===== src/rtl/spi_slave_phased.sv =====
module spi_slave_phased #(
  parameter int W = 8
) (
  input  logic         clk,
  input  logic         rst_n,
  input  logic         cfg_wr,
  input  logic         cfg_en,
  input  logic         cfg_cpol,
  input  logic         cfg_cpha,
  output logic         mode_en,
  output logic         mode_cpol,
  output logic         mode_cpha,
  input  logic [W-1:0] tx_byte,
  output logic [W-1:0] rx_byte,
  output logic         rx_done,
  input  logic         sck,
  input  logic         mosi,
  input  logic         ss_n,
  output logic         miso,
  output logic         miso_oe
);
  localparam int CW = (W > 2) ? $clog2(W) : 1;
  localparam logic [CW-1:0] LAST = CW'(W - 1);

  logic [2:0]   sck_s;
  logic [1:0]   mosi_s;
  logic [1:0]   ss_s;
  logic [CW-1:0] cnt;
  logic         hold;
  logic         miso_q;
  logic [W-1:0] tx_sh;
  logic [W-2:0] rx_sh;

  always_ff @(posedge clk or negedge rst_n)
    if (!rst_n) begin
      mode_en   <= 1'b0;
      mode_cpol <= 1'b0;
      mode_cpha <= 1'b0;
    end else if (cfg_wr) begin
      mode_en <= cfg_en;
      if (!mode_en) begin
        mode_cpol <= cfg_cpol;
        mode_cpha <= cfg_cpha;
      end
    end

  always_ff @(posedge clk or negedge rst_n)
    if (!rst_n) begin
      sck_s  <= '0;
      mosi_s <= '0;
      ss_s   <= '1;
    end else begin
      sck_s  <= {sck_s[1:0], sck};
      mosi_s <= {mosi_s[0], mosi};
      ss_s   <= {ss_s[0], ss_n};
    end

  wire rise      = sck_s[1] & ~sck_s[2];
  wire fall      = ~sck_s[1] & sck_s[2];
  wire lead      = mode_cpol ? fall : rise;
  wire trail     = mode_cpol ? rise : fall;
  wire samp      = mode_cpha ? trail : lead;
  wire shft      = mode_cpha ? lead : trail;
  wire sel_start = ss_s[1] & ~ss_s[0];
  wire sel_end   = ~ss_s[1] & ss_s[0];
  wire active    = mode_en & ~ss_s[1];
  wire [W-1:0] rx_next = {rx_sh, mosi_s[1]};

  always_ff @(posedge clk or negedge rst_n)
    if (!rst_n) begin
      cnt     <= '0;
      hold    <= 1'b0;
      miso_q  <= 1'b0;
      tx_sh   <= '0;
      rx_sh   <= '0;
      rx_byte <= '0;
      rx_done <= 1'b0;
    end else begin
      rx_done <= 1'b0;
      if (!mode_en || sel_end) begin
        cnt  <= '0;
        hold <= 1'b0;
      end else if (sel_start) begin
        cnt  <= '0;
        hold <= 1'b0;
        if (!mode_cpha) begin
          miso_q <= tx_byte[W-1];
          tx_sh  <= tx_byte << 1;
        end else begin
          miso_q <= 1'b0;
          tx_sh  <= tx_byte;
        end
      end else if (active && !hold) begin
        if (shft) begin
          miso_q <= tx_sh[W-1];
          tx_sh  <= tx_sh << 1;
        end
        if (samp) begin
          rx_sh <= rx_next[W-2:0];
          cnt   <= cnt + 1'b1;
          if (cnt == LAST) begin
            rx_byte <= rx_next;
            rx_done <= 1'b1;
            cnt     <= '0;
            if (!mode_cpha) hold <= 1'b1;
            else            tx_sh <= tx_byte;
          end
        end
      end
    end

  assign miso    = miso_q;
  assign miso_oe = active;
endmodule



===== config.mk =====
export PLATFORM = sky130hd
export DESIGN_NAME = spi_slave_phased
export DESIGN_NICKNAME = d
export VERILOG_FILES = /design/src/rtl/spi_slave_phased.sv
export SDC_FILE = /design/constraint.sdc
export NUM_CORES = 1
export LEC_CHECK = 0
export ABC_AREA = 0
export ABC_CLOCK_PERIOD_IN_PS = 5200
export BUFFER_PORTS_ARGS = -buffer_cell sky130_fd_sc_hd__buf_4
export CAP_MARGIN = 30
export CORE_MARGIN = 1
export CORE_UTILIZATION = 30
export CTS_CLUSTER_DIAMETER = 80
export DETAILED_ROUTE_END_ITERATION = 8
export PLACE_DENSITY = 0.49
export SYNTH_ARGS = -nofsm -noshare
export SYNTH_HDL_FRONTEND = slang
export SYNTH_SLANG_ARGS = --single-unit

===== constraint.sdc =====
create_clock -name clk -period 5.2 [get_ports clk]
set_clock_uncertainty 0.2 [all_clocks]
set_input_delay 0.52 -clock clk [delete_from_list [all_inputs] [get_ports clk]]
set_output_delay 0.52 -clock clk [all_outputs]
set_load 0.01 [all_outputs]

### Yosys cells after proc, flatten, opt, wreduce, memory -nomap -nowiden

Cells that the tools add are included.

* latch bits: 0
* word-level logic and storage cells: 75
* output and inout bits: 14
* ROM bits: 0
* flip-flop bits (word level): 39
* memories: 0
* input port bits: 17
* memory bits (writable): 0

* divide/modulo/power cells: 0
* eq/ne operators: 2
* mux-type cells: 31
* shifts and indexed selects: 0
* bitwise gates (word level): 12
* add/sub/neg operators: 1
* $mul: 0
* reduce and logical (&&, ||, !) cells: 16
* magnitude comparators: 0

Operator list (count)
* two-way mux 8 bit: 7
* two-way mux 1 bit: 19
* two-way mux 3 bit: 5
* nonzero test 3 bit: 3
* AND reduction 4 bit: 2
* inverter 1 bit: 7
* AND reduction 2 bit: 3
* AND 1 bit: 5
* AND reduction 5 bit: 1
* nonzero test 2 bit: 2
* adder 3 x 1 -> 3 bit, second input constant: 1
* == test 3 bit, second input constant: 1
* != test 3 x 1 -> 1 bit, second input constant: 1
* AND reduction 3 bit: 1
* zero test 1 bit: 2
* logical AND 1 bit: 1
* logical OR 1 bit: 1

### Longest topological paths before layout

* word-level depth: 10
* depth in mapped cells: 7
* gate-level depth less buffers: 7

### Least setup slack after synthesis

Ideal clock, no wire load.

* path kind: flip-flop to flip-flop
* start: register mode_cpol
* end: register rx_byte[0]
* clock period less this slack: 2.371 ns
* data arrival time: 2.046 ns
* buffers on the path: 1
* stages on the path, launching flop included: 7
* library setup time: 0.125 ns
* data required time: 4.875 ns
* setup slack: 2.829 ns
* path through: dfrtp_1 -> xor2_2 -> mux2i_1 -> or4_1 -> buf_6 -> nor2_8 -> mux2_2

* word-level cells in the longest chain between the ends: 3
* elaborated cells on any way between the ends: 4
* those cells by class: 3 x mux; 1 x reduce/logical

RTL lines
* start: declaration: line 11 `output logic mode_cpol,`
* start signal: assignment: line 42 `mode_cpol <= cfg_cpol;`
* two-way mux 1 bit (on tied branches): line 60, 61
* two-way mux 1 bit (*): line 62 `wire samp = mode_cpha ? trail : lead;`
* AND reduction 5 bit (no line) (*)
* end signal: assignment: line 102 `rx_byte <= rx_next;`
* end: declaration: line 14 `output logic [W-1:0] rx_byte,`

Mark *: on every way between the ends. The rest lies on a longest branch, timed or not.
A chain may end at the register's enable or synchronous reset.

### Worst setup path after layout

* start: register mode_cpha
* end: register rx_byte[6]

* word-level cells in the longest chain between the ends: 2

RTL lines
* start: declaration: line 12 `output logic mode_cpha,`
* start signal: assignment: line 43 `mode_cpha <= cfg_cpha;`
* two-way mux 1 bit: line 62
* AND reduction 5 bit (no line)

Every way passes these cells.

==> flow_summary.yaml <==
outcome:
  status: "finished with violations"
  violations: "design-rule violations"
floorplanning:
  ioPinCount: 31
  coreArea_mm2: 0.00646
  die_h_um: 84.5
  num_rows: 29
  start_util_pct: 31.6
  die_area_mm2: 0.00714
  die_w_um: 84.5
cts:
  clk_pin_slew_worst_paths_ns: 0.08
  insertion_delay_ns: 0.29
  cts_tree: "yes"
  h-tree-depth: 2
  cts_resized: 0
  cts-root-buf: "clkbuf_8"
  clock-sinks: 39
  post_cts_buffers: 0
  cts_max_path_buffers: 2
  cts_inserted_buffers: 5
  hold_buffers: 0
setup_path:
  crit_family: "simple AND/OR/NAND/NOR gates"
  crit_type: "flop to flop"
  critPathMaxFanout: 12
  cp.depth: 5
  worst-r2r-cell-count: 5
  worstPathRequired_ns: 5.17
  cp_cell_sequence: "xor2_2 > mux2i_1 > or4_1 > nor2_8 > mux2_2"
  regToRegStartpoint: "mode_cpha$_DFFE_PN0P_"
  slowest_stage: "dfrtp_1"
  startpoint_type: "flop"
  rrSetupSlack_ns: 2.15
  end_kind: "flop"
  rr_endpoint: "rx_byte[6]$_DFFE_PN0P_"
  cp-endpoint: "rx_byte[6]$_DFFE_PN0P_"
  max_stage_delay_ns: 0.75
  cp.arrival_ns: 3.02
  crit_start: "mode_cpha$_DFFE_PN0P_"
  crit_buf_inv: 0
finish:
  n_antenna_cell: 0
  syn_to_final_growth_pct: 18.9
  final_nets: 249
  drive_above_1_share_pct: 26.8
  utilization_pct: 37.6
  instances_no_fill: 308
synthesis:
  synth_flop_cell: "dfrtp_1"
  ys_types: 36
  syn_inst: 201
  synthArstFlopShare_pct: 100
  yosys-top-cells-count: "dfrtp_1 (37), o21ai_0 (22), nor2_1 (18), mux2_2 (17), nor3_1 (15)"
  ys_seq_area_share_pct: 47.9
  syn-num-nets: 220
  yosysTopAreaCell: "dfrtp_1"
  syn_area_mm2: 0.00204
  ys_seq_elements: 39
  yosys_warnings: 0
  synth_area_per_cell_um2: 10.2
  synth.top_cells.by_area: "dfrtp_1 (45%), mux2_2 (9.4%), o21ai_0 (5.4%)"
  synth_top_area_share_pct: 45.3
  synth-edff-count: 0
  synth_most_common_cell: "dfrtp_1"
route:
  via_per_inst: 5.35
  wl_mm: 4.65
  drtPass1Iterations: 6
  drtIter0Drc: 127
  antenna_left: 0
  vias: 1649
  wl_per_cell_um: 15.1
  drc: 2
global_routing:
  antenna_found_initial: 0
  grtUsageTotal_pct: 14.2
  grt_pass1_vias: 1558
  overflow: 0
  grt_pass1_wl_mm: 8.02
  grt_max_degree: 40
timing:
  max_freq_mhz: 328
  maxSlewViolCount: 0
  holdWs_ns: 0.000658
  max-slew-margin-rel_pct: 30.0
  setup_tns_ns: 0
  setup_viol: 0
  post-route-period-util_pct: 58.7
  tightest_slew_ns: 1.05
  rsz0062_at_grt: "no"
  hold_violations: 0
  period_needed_ns: 3.05
worst_hold_path:
  min_path_type: "input port to asynchronous set/reset pin"
placed_design:
  io_buffers: 30
  globalplace.congestion: 0.727
  place_inst: 300
  hpwl_mm: 3.12
power:
  peakVddDrop_mv: 0.124
  power_density_mw_per_mm2: 333
  p_leak_uw: 0.00111
  power_uw: 809
flow_run:
  drv_cap: 0
state kept, by name (all words and copies together) (netlist names), 2 cells and up:
register,flops
rx_byte,8
tx_sh,8
rx_sh,7
cnt,3
sck_s,3
mosi_s,2
ss_s,2
routing by layer:
| metal | track usage (%) | wire, um | vias to the layer above | share of wire [%] |
|---|---|---|---|---|
| met5 | 0 | 0 | - | 0 |
| li1 | - | - | 792 | - |
| met1 | 18.9 | 2150 | 806 | 46 |
| met2 | 23.1 | 2240 | 45 | 48 |
| met4 | 4.16 | 48 | 0 | 1.0 |
| met3 | 3.24 | 215 | 6 | 4.6 |
through the flow:
| step | setup slack (ns) | cell area, um2 |
|---|---|---|
| 2_1_floorplan | 2.83 | 2040 |
| 3_3_place_gp | 2.20 | 2320 |
| 3_5_place_dp | 2.14 | 2330 |
| 4_1_cts | 2.10 | 2430 |
| 5_1_grt | 1.96 | 2430 |
| 6_report | 2.15 | 2430 |
power breakdown:
part / switching, uW / internal (uW)
registers: 57.4 / 340
logic: 98.1 / 91.3
clock network: 101 / 121
cell type report:
cell class                 count  area (um2)
multi-input combinational    147         997
fill                         643        4030
sequential                    39         978
timing repair buffer          31         233
inverter                       6        22.5
clock buffer                   8         100
tap                           77        96.3
cell families (layout without fill, tap and decap cells):
group,count (synthesis),after routing,share of synthesized area (%)
compound gates,46,46,14.2
xor+xnor,2,2,1.23
fa+ha+maj,2,2,1.23
buf+inv,15,45,3.25
flops,39,39,47.9
mux,27,27,14.3
simple gates,70,70,17.9
cells in the final DEF, fill, tap and decap left out, types with 2 or more instances in the layout:
cell type	netlist	layout
nand3_1	2	2
dfstp_2	2	2
a31oi_1	7	7
inv_1	5	5
nor2b_1	4	4
o221ai_1	7	7
mux2_2	17	17
a21oi_1	4	4
or3b_2	2	2
buf_4	0	31
ha_1	2	2
dfrtp_1	37	37
nor3_1	15	15
nor2_1	18	18
clkbuf_8	0	7
nand2_1	11	11
o21ai_0	22	22
mux2i_1	10	10
or3_1	9	9
nand2b_1	3	3
how the worst min path moves through the flow:
stage / depth (start not counted) / start / slack [ns] / endpoint
final: 1 / rst_n / 0.0007 / tx_sh[6]$_DFFE_PN0P_
after global routing: 1 / rst_n / 0.04 / tx_sh[7]$_DFFE_PN0P_
after CTS: 1 / rst_n / 0.006 / tx_sh[2]$_DFFE_PN0P_
after detailed placement: 0 / mosi_s[0]$_DFF_PN0_ / 0.14 / mosi_s[1]$_DFF_PN0_
after global placement: 0 / mosi_s[0]$_DFF_PN0_ / 0.14 / mosi_s[1]$_DFF_PN0_
after floorplan: 0 / rst_n / 0.02 / cnt[0]$_DFFE_PN0P_
(Power assumes the default switching activity.)
